**src/rtl/ppi_pkg.sv**
```systemverilog
package ppi_pkg;
  localparam int PW = 8;
  localparam int SELW = $clog2(PW);

  // Port C line roles in bidirectional mode
  localparam int PIN_OBF  = 7;
  localparam int PIN_ACK  = 6;
  localparam int PIN_IBF  = 5;
  localparam int PIN_STB  = 4;
  localparam int PIN_INTR = 3;
  localparam int LOW_TOP  = 2;
  localparam int HALF     = PW / 2;

  typedef enum logic [1:0] {
    SEL_A   = 2'd0,
    SEL_B   = 2'd1,
    SEL_C   = 2'd2,
    SEL_CTL = 2'd3
  } sel_e;

  typedef struct packed {
    logic bidir;
    logic a_in;
    logic cu_in;
    logic b_in;
    logic cl_in;
  } cfg_t;

  localparam cfg_t CFG_RESET = '{bidir: 1'b0, a_in: 1'b1, cu_in: 1'b1, b_in: 1'b1, cl_in: 1'b1};
endpackage

```
**src/rtl/ppi_sync.sv**
```systemverilog
module ppi_sync #(
  parameter int STAGES = 2
) (
  input  logic clk,
  input  logic rst,
  input  logic d,
  output logic q
);
  logic [STAGES-1:0] chain;

  generate
    if (STAGES == 1) begin : g_one
      always_ff @(posedge clk) begin
        if (rst) chain <= 1'b1;
        else     chain <= d;
      end
    end else begin : g_many
      always_ff @(posedge clk) begin
        if (rst) chain <= '1;
        else     chain <= {chain[STAGES-2:0], d};
      end
    end
  endgenerate

  assign q = chain[STAGES-1];
endmodule

```
**src/rtl/ppi_cfg.sv**
```systemverilog
module ppi_cfg
  import ppi_pkg::*;
(
  input  logic            clk,
  input  logic            rst,
  input  logic            wr_ctl,
  input  logic [PW-1:0]   din,
  output cfg_t            cfg,
  output logic            mode_wr,
  output logic            bsr_wr,
  output logic [SELW-1:0] bsr_sel,
  output logic            bsr_val
);
  assign mode_wr = wr_ctl & din[PW-1];
  assign bsr_wr  = wr_ctl & ~din[PW-1];
  assign bsr_sel = din[SELW:1];
  assign bsr_val = din[0];

  always_ff @(posedge clk) begin
    if (rst) begin
      cfg <= CFG_RESET;
    end else if (mode_wr) begin
      cfg.bidir <= din[6];
      cfg.a_in  <= din[4];
      cfg.cu_in <= din[3];
      cfg.b_in  <= din[1];
      cfg.cl_in <= din[0];
    end
  end

  // One-direction strobed group A encoding behaves as simple I/O
  AST_STROBED_AS_SIMPLE: assert property (@(posedge clk) disable iff (rst)
    (mode_wr && din[6:5] == 2'b01) |=> (!cfg.bidir && cfg.a_in == $past(din[4])));
endmodule

```
**src/rtl/ppi_hsk.sv**
```systemverilog
module ppi_hsk
  import ppi_pkg::*;
#(
  parameter int SYNC_STAGES = 2
) (
  input  logic            clk,
  input  logic            rst,
  input  logic            bidir,
  input  logic            mode_wr,
  input  logic            wr_pa,
  input  logic            rd_pa,
  input  logic            bsr_wr,
  input  logic [SELW-1:0] bsr_sel,
  input  logic            bsr_val,
  input  logic            ack_n_pin,
  input  logic            stb_n_pin,
  input  logic [PW-1:0]   pa_pins,
  output logic            obf,
  output logic            ibf,
  output logic            inte1,
  output logic            inte2,
  output logic            intr,
  output logic [PW-1:0]   in_latch
);
  logic ack_s, stb_s, ack_d, stb_d, ack_fall, stb_fall;

  ppi_sync #(.STAGES(SYNC_STAGES)) u_ack (.clk(clk), .rst(rst), .d(ack_n_pin), .q(ack_s));
  ppi_sync #(.STAGES(SYNC_STAGES)) u_stb (.clk(clk), .rst(rst), .d(stb_n_pin), .q(stb_s));

  always_ff @(posedge clk) begin
    if (rst) begin
      ack_d <= 1'b1;
      stb_d <= 1'b1;
    end else begin
      ack_d <= ack_s;
      stb_d <= stb_s;
    end
  end

  assign ack_fall = bidir & ack_d & ~ack_s;
  assign stb_fall = bidir & stb_d & ~stb_s;

  always_ff @(posedge clk) begin
    if (rst || mode_wr) begin
      obf   <= 1'b0;
      ibf   <= 1'b0;
      inte1 <= 1'b0;
      inte2 <= 1'b0;
    end else begin
      if (bidir && wr_pa)  obf <= 1'b1;
      else if (ack_fall)   obf <= 1'b0;
      if (stb_fall)             ibf <= 1'b1;
      else if (bidir && rd_pa)  ibf <= 1'b0;
      if (bidir && bsr_wr && bsr_sel == SELW'(PIN_ACK)) inte1 <= bsr_val;
      if (bidir && bsr_wr && bsr_sel == SELW'(PIN_STB)) inte2 <= bsr_val;
    end
  end

  always_ff @(posedge clk) begin
    if (rst)           in_latch <= '0;
    else if (stb_fall) in_latch <= pa_pins;
  end

  assign intr = (inte1 & ack_s & ~obf) | (inte2 & stb_s & ibf);

  AST_OBF_SET: assert property (@(posedge clk) disable iff (rst)
    (bidir && wr_pa && !mode_wr) |=> obf);
  AST_IBF_SET: assert property (@(posedge clk) disable iff (rst)
    (stb_fall && !mode_wr) |=> ibf);
  AST_IBF_CLEAR: assert property (@(posedge clk) disable iff (rst)
    (bidir && rd_pa && !stb_fall && !mode_wr) |=> !ibf);
  AST_MODE_CLEARS: assert property (@(posedge clk) disable iff (rst)
    mode_wr |=> (!obf && !ibf && !inte1 && !inte2));
endmodule

```
**src/rtl/ppi_top.sv**
```systemverilog
module ppi_top
  import ppi_pkg::*;
#(
  parameter int SYNC_STAGES = 2
) (
  input  logic          clk,
  input  logic          rst,
  input  logic          cs_n,
  input  logic          rd_n,
  input  logic          wr_n,
  input  logic [1:0]    addr,
  input  logic [PW-1:0] din,
  output logic [PW-1:0] dout,
  input  logic [PW-1:0] pa_in,
  output logic [PW-1:0] pa_out,
  output logic [PW-1:0] pa_oe,
  input  logic [PW-1:0] pb_in,
  output logic [PW-1:0] pb_out,
  output logic [PW-1:0] pb_oe,
  input  logic [PW-1:0] pc_in,
  output logic [PW-1:0] pc_out,
  output logic [PW-1:0] pc_oe
);
  logic wr, rd;
  cfg_t cfg;
  logic mode_wr, bsr_wr, bsr_val;
  logic [SELW-1:0] bsr_sel;
  logic [PW-1:0] lat_a, lat_b, lat_c, in_latch, rd_mux, c_simple;
  logic obf, ibf, inte1, inte2, intr;

  assign wr = ~cs_n & ~wr_n;
  assign rd = ~cs_n & ~rd_n & wr_n;

  ppi_cfg u_cfg (
    .clk(clk), .rst(rst), .wr_ctl(wr && addr == SEL_CTL), .din(din),
    .cfg(cfg), .mode_wr(mode_wr), .bsr_wr(bsr_wr), .bsr_sel(bsr_sel), .bsr_val(bsr_val)
  );

  ppi_hsk #(.SYNC_STAGES(SYNC_STAGES)) u_hsk (
    .clk(clk), .rst(rst), .bidir(cfg.bidir), .mode_wr(mode_wr),
    .wr_pa(wr && addr == SEL_A), .rd_pa(rd && addr == SEL_A),
    .bsr_wr(bsr_wr), .bsr_sel(bsr_sel), .bsr_val(bsr_val),
    .ack_n_pin(pc_in[PIN_ACK]), .stb_n_pin(pc_in[PIN_STB]), .pa_pins(pa_in),
    .obf(obf), .ibf(ibf), .inte1(inte1), .inte2(inte2), .intr(intr), .in_latch(in_latch)
  );

  // Output latches
  always_ff @(posedge clk) begin
    if (rst || mode_wr) begin
      lat_a <= '0;
      lat_b <= '0;
      lat_c <= '0;
    end else begin
      if (wr && addr == SEL_A) lat_a <= din;
      if (wr && addr == SEL_B) lat_b <= din;
      if (wr && addr == SEL_C) lat_c <= din;
      else if (bsr_wr)         lat_c[bsr_sel] <= bsr_val;
    end
  end

  assign pa_out = lat_a;
  assign pa_oe  = cfg.bidir ? {PW{~pc_in[PIN_ACK]}} : {PW{~cfg.a_in}};
  assign pb_out = lat_b;
  assign pb_oe  = {PW{~cfg.b_in}};

  // Port C per-line pin mux
  generate
    for (genvar i = 0; i < PW; i++) begin : g_pc
      logic line_in;
      assign line_in     = (i >= HALF) ? cfg.cu_in : cfg.cl_in;
      assign c_simple[i] = line_in ? pc_in[i] : lat_c[i];
      if (i == PIN_OBF) begin : g_obf
        assign pc_out[i] = cfg.bidir ? ~obf : lat_c[i];
        assign pc_oe[i]  = cfg.bidir | ~line_in;
      end else if (i == PIN_IBF) begin : g_ibf
        assign pc_out[i] = cfg.bidir ? ibf : lat_c[i];
        assign pc_oe[i]  = cfg.bidir | ~line_in;
      end else if (i == PIN_INTR) begin : g_intr
        assign pc_out[i] = cfg.bidir ? intr : lat_c[i];
        assign pc_oe[i]  = cfg.bidir | ~line_in;
      end else if (i == PIN_ACK || i == PIN_STB) begin : g_hin
        assign pc_out[i] = lat_c[i];
        assign pc_oe[i]  = ~cfg.bidir & ~line_in;
      end else begin : g_plain
        assign pc_out[i] = lat_c[i];
        assign pc_oe[i]  = ~line_in;
      end
    end
  endgenerate

  always_comb begin
    unique case (addr)
      SEL_A:   rd_mux = cfg.bidir ? in_latch : (cfg.a_in ? pa_in : lat_a);
      SEL_B:   rd_mux = cfg.b_in ? pb_in : lat_b;
      SEL_C:   rd_mux = cfg.bidir ? {~obf, inte1, ibf, inte2, intr, c_simple[LOW_TOP:0]}
                                  : c_simple;
      default: rd_mux = '0;
    endcase
  end

  assign dout = rd ? rd_mux : '0;

  AST_RESET_ALL_INPUT: assert property (@(posedge clk) disable iff (rst)
    $fell(rst) |-> (pa_oe == '0 && pb_oe == '0 && pc_oe == '0));
  AST_PA_HIZ_ACK_HIGH: assert property (@(posedge clk) disable iff (rst)
    (cfg.bidir && pc_in[PIN_ACK]) |-> (pa_oe == '0));
  AST_BSR_KEEPS_MODE: assert property (@(posedge clk) disable iff (rst)
    bsr_wr |=> (pa_oe == $past(pa_oe) || cfg.bidir) && pb_oe == $past(pb_oe));
  AST_IDLE_BUS_QUIET: assert property (@(posedge clk) disable iff (rst)
    (cs_n || rd_n) |-> dout == '0);
endmodule

```
**config.mk**
```make
export PLATFORM = sky130hd
export DESIGN_NAME = ppi_top
export DESIGN_NICKNAME = d
export VERILOG_FILES = /design/src/rtl/ppi_pkg.sv /design/src/rtl/ppi_sync.sv /design/src/rtl/ppi_cfg.sv /design/src/rtl/ppi_hsk.sv /design/src/rtl/ppi_top.sv
export SDC_FILE = /design/constraint.sdc
export NUM_CORES = 1
export LEC_CHECK = 0
export BUFFER_PORTS_ARGS = -buffer_cell sky130_fd_sc_hd__buf_4
export CAP_MARGIN = 20
export CORE_MARGIN = 3
export CORE_UTILIZATION = 45
export CTS_CLUSTER_SIZE = 30
export DETAILED_ROUTE_END_ITERATION = 8
export PLACE_DENSITY = 0.8
export SYNTH_ARGS = -nofsm -noshare
export SYNTH_HDL_FRONTEND = slang
export SYNTH_SLANG_ARGS = --single-unit
```
**constraint.sdc**
```tcl
create_clock -name clk -period 1.5 [get_ports clk]
set_clock_uncertainty 0.05 [all_clocks]
set_input_delay 0.075 -clock clk [delete_from_list [all_inputs] [get_ports clk]]
set_output_delay 0.075 -clock clk [all_outputs]
set_load 0.05 [all_outputs]
```
==> flow_summary.json, run 1 <==
{
  "slew_hr": 0.692,
  "ys_ff_latch": 47,
  "clock_latency_ps": 290,
  "antenna-diode-count": 0,
  "max_ir_drop_vdd_mv": 0.719,
  "max_clock_freq_ghz": 0.563,
  "unrepaired_setup_endpoints_after_global_routing": "true",
  "clkTransAtPathRegs_ps": 90,
  "outcome": "finished, violations left",
  "timing.reg2reg.setup_slack_ps": 70,
  "syn_nets": 356,
  "max_cap_viol_count": 0,
  "first_pass_grt_wire_length_um": 13900,
  "crit_path_frequent_cell": "sky130_fd_sc_hd__mux2_4",
  "synth-warning-count": 0,
  "core_region_area_um2": 5680,
  "seq_area_frac_synth": 0.347,
  "fin_total_pwr_mw": 2.71,
  "syn_inst": 317,
  "regToRegEndpoint": "u_hsk.in_latch[6]",
  "drt_pre_antenna_iters": 4,
  "critPathRequiredTime_ps": 1370,
  "first_global_vias": 2663,
  "worst_slew_pin_slew_ps": 460,
  "dieArea_um2": 7000,
  "critical_path_peak_fanout": 3,
  "routabilityCongestion": 0.953,
  "grt_remaining_overflow": 0,
  "hold_path.class": "in2reg",
  "drt-initial-drc-count": 283,
  "syn-mean-instance-area_um2": 8.56,
  "maximum_number_of_pins_on_one_net_before_global_route_repair": 21,
  "synth_largest_type_area_fraction": 0.347,
  "worstSetupPathType": "reg2out",
  "static-leakage-power_nw": 1.80,
  "io_buffers": 94,
  "clock_tree.buffer_depth": 2,
  "drt-total-wl_um": 8750,
  "globalRouteTotalUtil": 0.243,
  "fp-row-count": 27,
  "synth.cell_area_um2": 2710,
  "cts-root-buf": "sky130_fd_sc_hd__clkbuf_8",
  "final-instance-count-excl-fill": 484,
  "number_of_antenna_violations_at_the_first_check_in_global_routing": 0,
  "slowest_delay_ps": 380,
  "finalWorstSetupSlack_ps": -275,
  "timing.final.setup_violations": 16,
  "synth.distinct_cells": 37,
  "async_reset_ff_frac": 0,
  "worstPathArrival_ps": 1650,
  "post_route_cells_drive_above_1_share": 0.488,
  "antenna_violating_nets_remaining": 0,
  "cts_tree": "built",
  "cts-htree-levels": 2,
  "dp_cells": 457,
  "layout_min_cycle_time_ps": 1770,
  "die_y_um": 83.6,
  "route.detailed.wl_per_inst_um": 18.1,
  "timing.final.crit_share": 1.18,
  "dp.final_hpwl_um": 6260,
  "failed_checks": "setup timing",
  "synth_edf_count": 0,
  "critical-path-top-delay-family": "multiplexers",
  "detailroute.via_count": 2682,
  "mostFrequentLayoutCells": "sky130_fd_sc_hd__buf_4, sky130_fd_sc_hd__nand2_1, sky130_fd_sc_hd__mux2i_1, sky130_fd_sc_hd__dfxtp_1, sky130_fd_sc_hd__nor2_1",
  "vias_per_cell": 5.54,
  "initial_core_util": 0.478,
  "worstSetupEndpointType": "primary output",
  "pwr_density_cell_nw_per_um2": 662,
  "whs_path_cells": 3,
  "placedInstanceArea_um2": 3510,
  "path_cells": "mux2_4 -> mux2_4 -> o21ai_4 -> a21oi_4 -> buf_6",
  "synth_top_cell_by_area": "sky130_fd_sc_hd__dfxtp_1",
  "hold_viol_final": 0,
  "cts_made_buffers": 5,
  "layout.nets": 451,
  "cts_num_sinks": 47,
  "start_kind": "flip-flop",
  "r2r_cells": 7,
  "cp_num_buf_inv": 1,
  "cpMaxStageDelayCell": "sky130_fd_sc_hd__dfxtp_4",
  "layout.cells.most_common": "sky130_fd_sc_hd__buf_4",
  "ys.flop_type": "sky130_fd_sc_hd__dfxtp_1",
  "min_from": "din[5]",
  "launch_point_of_the_worst_reg_to_reg_path": "u_cfg.cfg[4]",
  "synthTopCellsByArea": "sky130_fd_sc_hd__dfxtp_1, sky130_fd_sc_hd__mux2i_1, sky130_fd_sc_hd__buf_4",
  "die_w_um": 83.6,
  "timing_max_transition_violations_final": 0,
  "syn2layout_area_growth_pct": 50.9,
  "boundaryPins": 95,
  "drcViolationCount": 0,
  "final_area_um2": 4090,
  "hold-path-endpoint": "pa_out[5]"
}
[area by class of cell]
| class | count | area [µm²] |
|---|---|---|
| clock buffer | 5 | 68.8 |
| sequential | 47 | 965 |
| fill | 417 | 1580 |
| multi-input combinational | 219 | 1680 |
| timing repair buffer | 136 | 1270 |
| tap | 72 | 90.1 |
| inverter | 3 | 11.3 |
| clock inverter | 2 | 13.8 |
[worst max path at each step]
stage,from,end,slack (ps),cells past startpoint
finish,u_cfg.cfg[3],dout[3],-270,5
global route,u_cfg.cfg[3],dout[3],-330,5
CTS,u_cfg.cfg[3],dout[3],-300,5
detailed placement,u_cfg.cfg[1],dout[0],-110,4
global placement,u_cfg.cfg[3],dout[6],-80,6
floorplan,u_cfg.cfg[4],pa_oe[1],-60,4
[cell families (layout without fill, tap and decap cells)]
| kind of cell | count (synthesis) | in the layout | synth area share |
|---|---|---|---|
| simple gates | 111 | 111 | 0.201 |
| compound gates | 56 | 56 | 0.137 |
| mux | 52 | 52 | 0.198 |
| buf+inv | 51 | 146 | 0.116 |
| flops | 47 | 47 | 0.347 |
[stage by stage]
stage	utilization	setup TNS, ps	setup slack [ps]	hold WS [ps]
after detailed placement	0.618	-678	-114	233
after CTS	0.700	-1950	-303	14.7
after global placement	0.618	-431	-75.8	234
after global routing	0.721	-3240	-332	8.29
after floorplan	-	-435	-62.1	132
final	0.721	-2270	-275	23.0
[flip-flops by register name, indices dropped and copies added, names as in the netlist]
signal / count
u_hsk.inte1: 1
u_hsk.stb_d: 1
u_hsk.ibf: 1
lat_c: 8
u_hsk.obf: 1
u_cfg.cfg: 5
pb_out: 8
u_hsk.u_ack.chain: 2
u_hsk.in_latch: 8
u_hsk.u_stb.chain: 2
u_hsk.ack_d: 1
u_hsk.inte2: 1
pa_out: 8
[report_power, final]
group          leakage [nW]  internal [mW]  switching [mW]
registers             0.383           1.27          0.0250
logic                  1.38          0.290           0.382
clock network        0.0440          0.320           0.428
total                  1.80           1.88           0.835
[worst min-delay path: stages]
cell	delay, ps
sky130_fd_sc_hd__buf_4	120
sky130_fd_sc_hd__mux2i_1	70
sky130_fd_sc_hd__nor2_1	70
[cell usage after synthesis, drive strengths merged (4+ instances only)]
library cell  instances
a22oi                 7
nor2                 34
nor2b                 6
clkbuf               15
mux2i                38
mux2                 14
a211o                 4
nand2                41
or2                   7
a21oi                18
buf                  33
dfxtp                47
a211oi                6
o21ai                14
[timing repair]
action,CTS,global route
pin swaps,9,8
setup buffers,9,1
hold buffers,11,0
setup endpoints to repair,30,31
hold endpoints to repair,11,0
gates resized for setup,58,34
[routing by layer]
| layer | track usage | share of wire |
|---|---|---|
| met1 | 0.306 | 0.39 |
| met2 | 0.424 | 0.51 |
| met3 | 0.0385 | 0.078 |
| met4 | 0.0746 | 0.026 |
| met5 | 0 | 0 |
Power figures use the tool's default switching activity.
==> inputs of run 2 (changes only) <==
- CORE_ASPECT_RATIO: default -> 1.4
- CORE_UTILIZATION: 45 -> 54
- PLACE_DENSITY: 0.8 -> 0.89
- clock period: 1.5 -> 2.1 ns (I/O delays scaled with it)
==> run 2 against run 1 <==
- the flow now finishes without violations
- wire length decreased by 13%
- die area shrank 15%
- largest cell class unchanged
- sequential share of layout area up 3.5 points
==> flow_summary.json, run 2 (same netlist as run 1, synthesis figures left out) <==
{
  "pwr_density_cell_nw_per_um2": 571,
  "maximum_number_of_pins_on_one_net_before_global_route_repair": 23,
  "fin_hold_ws_ps": 7.31,
  "fp-row-count": 29,
  "final-instance-count-excl-fill": 450,
  "cts-htree-levels": 2,
  "vias_per_cell": 5.65,
  "core_region_area_um2": 4680,
  "critPathRequiredTime_ps": 1950,
  "grt_remaining_overflow": 0,
  "timing.final.crit_share": 0.958,
  "hold_path.class": "in2reg",
  "drcViolationCount": 0,
  "layout.nets": 427,
  "path_cells": "buf_4 -> mux2i_1 -> o21ai_0 -> a22oi_1 -> a21oi_1 -> buf_4",
  "drt-initial-drc-count": 244,
  "start_kind": "flip-flop",
  "cts_num_sinks": 47,
  "critical_path_peak_fanout": 9,
  "layout_min_cycle_time_ps": 2010,
  "first_pass_grt_wire_length_um": 12100,
  "die_y_um": 89.9,
  "number_of_antenna_violations_at_the_first_check_in_global_routing": 0,
  "cts-root-buf": "sky130_fd_sc_hd__clkbuf_8",
  "r2r_cells": 4,
  "boundaryPins": 95,
  "launch_point_of_the_worst_reg_to_reg_path": "u_cfg.cfg[4]",
  "crit_path_frequent_cell": "sky130_fd_sc_hd__buf_4",
  "finalWorstSetupSlack_ps": 89.1,
  "slew_hr": 0.594,
  "post-place-ws_ps": 423,
  "drt_pre_antenna_iters": 4,
  "drt-total-wl_um": 7620,
  "die_w_um": 65.9,
  "initial_core_util": 0.580,
  "route.detailed.wl_per_inst_um": 16.9,
  "static-leakage-power_nw": 1.60,
  "unrepaired_setup_endpoints_after_global_routing": "false",
  "critPathCapture": "dout[6]",
  "antenna_violating_nets_remaining": 0,
  "worstPathArrival_ps": 1860,
  "detailroute.via_count": 2541,
  "layout.cells.most_common": "sky130_fd_sc_hd__buf_4",
  "max_ir_drop_vdd_mv": 0.441,
  "timing_max_transition_violations_final": 0,
  "worst_setup_path_startpoint": "u_cfg.cfg[3]",
  "clkTransAtPathRegs_ps": 90,
  "whs_path_cells": 2,
  "max_cap_viol_count": 0,
  "dieArea_um2": 5920,
  "setup_total_negative_slack_ps": 0,
  "post_route_cells_drive_above_1_share": 0.371,
  "routabilityCongestion": 0.893,
  "outcome": "finished, final reports clean",
  "io_buffers": 94,
  "postCtsSetupRepairBufs": 0,
  "hold_viol_final": 0,
  "clock_tree.buffer_depth": 2,
  "layout.core_utilization": 0.743,
  "dp.final_hpwl_um": 5620,
  "globalRouteTotalUtil": 0.262,
  "syn2layout_area_growth_pct": 28.1,
  "regToRegEndpoint": "u_hsk.in_latch[5]",
  "cts_tree": "built",
  "timing.final.setup_violations": 0,
  "slowest_delay_ps": 360,
  "first_global_vias": 2449,
  "worstSetupEndpointType": "primary output",
  "max_clock_freq_ghz": 0.497,
  "clock_latency_ps": 310,
  "worstSetupPathType": "reg2out",
  "timing.reg2reg.setup_slack_ps": 420,
  "worst_slew_pin_slew_ps": 608,
  "cts_made_buffers": 5,
  "antenna-diode-count": 0,
  "mostFrequentLayoutCells": "sky130_fd_sc_hd__buf_4, sky130_fd_sc_hd__dfxtp_1, sky130_fd_sc_hd__nand2_1, sky130_fd_sc_hd__mux2i_1, sky130_fd_sc_hd__nor2_1",
  "min_from": "din[4]",
  "dp_cells": 435,
  "cpMaxStageDelayCell": "sky130_fd_sc_hd__dfxtp_1"
}
-- run 2: area by class of cell --
cell class / count / area [µm²]
Multi-Input combinational cell: 219 / 1480
Fill cell: 362 / 1200
Sequential cell: 47 / 941
Timing Repair Buffer: 112 / 865
Tap cell: 62 / 77.6
Clock buffer: 5 / 68.8
Clock inverter: 2 / 37.5
Inverter: 3 / 11.3
-- run 2: worst min-delay path by stage --
stage	endpoint	slack [ps]
final	u_cfg.cfg[3]	7
after global routing	u_cfg.cfg[3]	30
after detailed placement	u_hsk.u_stb.chain[0]	260
after CTS	u_cfg.cfg[3]	10
after global placement	u_hsk.u_stb.chain[0]	260
after floorplan	u_hsk.u_ack.chain[0]	160
-- run 2: timing repair --
item | CTS | global route
hold buffers | 8 | 0
resized for setup | 0 | 1
endpoints found under the setup margin | 0 | 2
hold endpoints to repair | 8 | 0
-- run 2: power breakdown --
part | total [mW] | internal [mW] | switching (mW)
logic | 0.392 | 0.156 | 0.236
clock network | 0.669 | 0.348 | 0.321
registers | 0.924 | 0.909 | 0.0158
-- run 2: through the flow --
stage	instance area [µm²]	power, mW
global route	3480	2.04
CTS	3470	1.98
global placement	3290	1.31
detailed placement	3290	1.32
finish	3480	1.99
floorplan	2730	1.19
-- run 2: critical path: cells and delay by family (launching register included) --
family,cells,cell delay [ps]
compound gates,3,630
buf+inv,2,440
flops,1,360
mux,1,110
-- run 2: per-layer routing --
metal,track usage,part of all wire
met2,0.433,0.50
met5,0,0
met3,0.0449,0.065
met1,0.322,0.40
met4,0.126,0.035
==> inputs of run 3 (changes only) <==
- CORE_UTILIZATION: 54 -> 50
- HOLD_SLACK_MARGIN: default -> 0.1
- PLACE_DENSITY: 0.89 -> 0.84
- clock period: 2.1 -> 2.2 ns (I/O delays scaled with it)
==> run 3 against run 2 <==
- die area rose by 7.4%
- sequential share of layout area fell by 1.3 points
- critical path depth fell by 1
- flip-flop and latch count did not move
- critical path type unchanged
- largest cell class unchanged
==> flow_summary.json, run 3 (same netlist as run 1, synthesis figures left out) <==
{
  "timing.final.crit_share": 0.911,
  "post_route_cells_drive_above_1_share": 0.353,
  "fp-row-count": 31,
  "worstPathArrival_ps": 1840,
  "outcome": "finished, final reports clean",
  "layout_min_cycle_time_ps": 2000,
  "worstSetupEndpointType": "primary output",
  "vias_per_cell": 5.58,
  "die_w_um": 68.3,
  "clock_latency_ps": 300,
  "critPathRequiredTime_ps": 2040,
  "regToRegEndpoint": "u_hsk.in_latch[5]",
  "critPathCapture": "dout[3]",
  "route.detailed.wl_per_inst_um": 17.1,
  "cts-htree-levels": 2,
  "dp.final_hpwl_um": 5750,
  "worst_slew_pin_slew_ps": 678,
  "launch_point_of_the_worst_reg_to_reg_path": "u_cfg.cfg[4]",
  "routabilityCongestion": 0.859,
  "fin_hold_ws_ps": 118,
  "cts_num_sinks": 47,
  "die_y_um": 93.2,
  "number_of_antenna_violations_at_the_first_check_in_global_routing": 0,
  "maximum_number_of_pins_on_one_net_before_global_route_repair": 26,
  "core_region_area_um2": 5200,
  "first_global_vias": 2521,
  "dieArea_um2": 6360,
  "critical_path_peak_fanout": 6,
  "globalRouteTotalUtil": 0.258,
  "setup_total_negative_slack_ps": 0,
  "antenna-diode-count": 0,
  "drt_pre_antenna_iters": 4,
  "path_cells": "mux2_2 -> mux2_2 -> o21ai_0 -> a21oi_1 -> buf_4",
  "start_kind": "flip-flop",
  "drcViolationCount": 0,
  "slowest_delay_ps": 470,
  "timing_max_transition_violations_final": 0,
  "cts_tree": "built",
  "grt_remaining_overflow": 0,
  "layout.nets": 443,
  "cts_made_buffers": 5,
  "initial_core_util": 0.522,
  "max_clock_freq_ghz": 0.499,
  "antenna_violating_nets_remaining": 0,
  "crit_path_frequent_cell": "sky130_fd_sc_hd__mux2_2",
  "syn2layout_area_growth_pct": 34.4,
  "unrepaired_setup_endpoints_after_global_routing": "false",
  "r2r_cells": 6,
  "layout.cells.most_common": "sky130_fd_sc_hd__buf_4",
  "static-leakage-power_nw": 1.70,
  "boundaryPins": 95,
  "io_buffers": 94,
  "max_ir_drop_vdd_mv": 0.386,
  "first_pass_grt_wire_length_um": 12500,
  "mostFrequentLayoutCells": "sky130_fd_sc_hd__buf_4, sky130_fd_sc_hd__dfxtp_1, sky130_fd_sc_hd__nand2_1, sky130_fd_sc_hd__mux2i_1, sky130_fd_sc_hd__nor2_1",
  "cts_resized": 0,
  "drt-total-wl_um": 8050,
  "cts-root-buf": "sky130_fd_sc_hd__clkbuf_8",
  "worst_setup_path_startpoint": "u_cfg.cfg[3]",
  "timing.final.setup_violations": 0,
  "worstSetupPathType": "reg2out",
  "timing.reg2reg.setup_slack_ps": 330,
  "num-fill-cells": 406,
  "pwr_density_cell_nw_per_um2": 529,
  "drt-initial-drc-count": 163,
  "layout.area.seq_um2": 941,
  "hold_path.class": "in2reg",
  "slew_hr": 0.547,
  "hold_viol_final": 0,
  "multi_input_area_um2": 1470,
  "cpMaxStageDelayCell": "sky130_fd_sc_hd__dfxtp_1",
  "max_cap_viol_count": 0,
  "clock_tree.buffer_depth": 2,
  "clkTransAtPathRegs_ps": 90,
  "detailroute.via_count": 2629
}
## run 3: changes by cell type in the layout (fill, tap and decap cells not counted), sizes merged
cell,change
buf,-2
clkbuf,+1
clkinv,+1
clkinvlp,-1
dlygate4sd3,+18
## run 3: report_power, final
part           internal (mW)  switching [mW]
Combinational          0.158           0.229
Clock                  0.368           0.291
Sequential             0.867          0.0157
## run 3: timing repair
| item | CTS | global route |
|---|---|---|
| hold buffers | 26 | 0 |
| setup endpoints to repair | 0 | 8 |
| buffers inserted | 0 | 1 |
| endpoints found under the hold margin | 26 | 0 |
## run 3: how the worst min path moves through the flow
| stage | from | to | depth (start not counted) |
|---|---|---|---|
| finish | din[0] | pb_out[0] | 3 |
| detailed placement | pc_in[4] | u_hsk.u_stb.chain[0] | 2 |
| floorplan | pc_in[6] | u_hsk.u_ack.chain[0] | 1 |
| global placement | pc_in[4] | u_hsk.u_stb.chain[0] | 2 |
| CTS | din[0] | pb_out[0] | 3 |
| global route | din[0] | pb_out[0] | 3 |
## run 3: layout make-up
cell class,instances,share of cell area
timing repair buffer,128,0.281
multi-input combinational,219,0.402
clock buffer,6,0.0227
inverter,3,0.00309
clock inverter,2,0.00961
tap,66,0.0227
sequential,47,0.258
## run 3: stage by stage
stage / worst slack, ps / area [µm²] / utilization / power (mW) / cells
after floorplan: 24.6 / 2720 / - / 1.13 / 317
after global placement: 533 / 3260 / 0.627 / 1.25 / 436
after detailed placement: 501 / 3260 / 0.627 / 1.26 / 436
after CTS: 64.5 / 3640 / 0.700 / 1.93 / 470
after global routing: 105 / 3640 / 0.701 / 1.98 / 471
final: 197 / 3640 / 0.701 / 1.93 / 471
## run 3: worst max-delay path: cells and delay by family, from the launching register on
family	cells	cell delay, ps
compound gates	2	240
buf+inv	1	210
flops	1	470
mux	2	630
## run 3: routing by layer
layer / vias to the layer above / track usage / wire [µm]
li1: 1245 / - / -
met1: 1237 / 0.315 / 3120
met2: 118 / 0.433 / 4100
met3: 29 / 0.0433 / 495
met4: 0 / 0.114 / 335
met5: - / 0 / 0
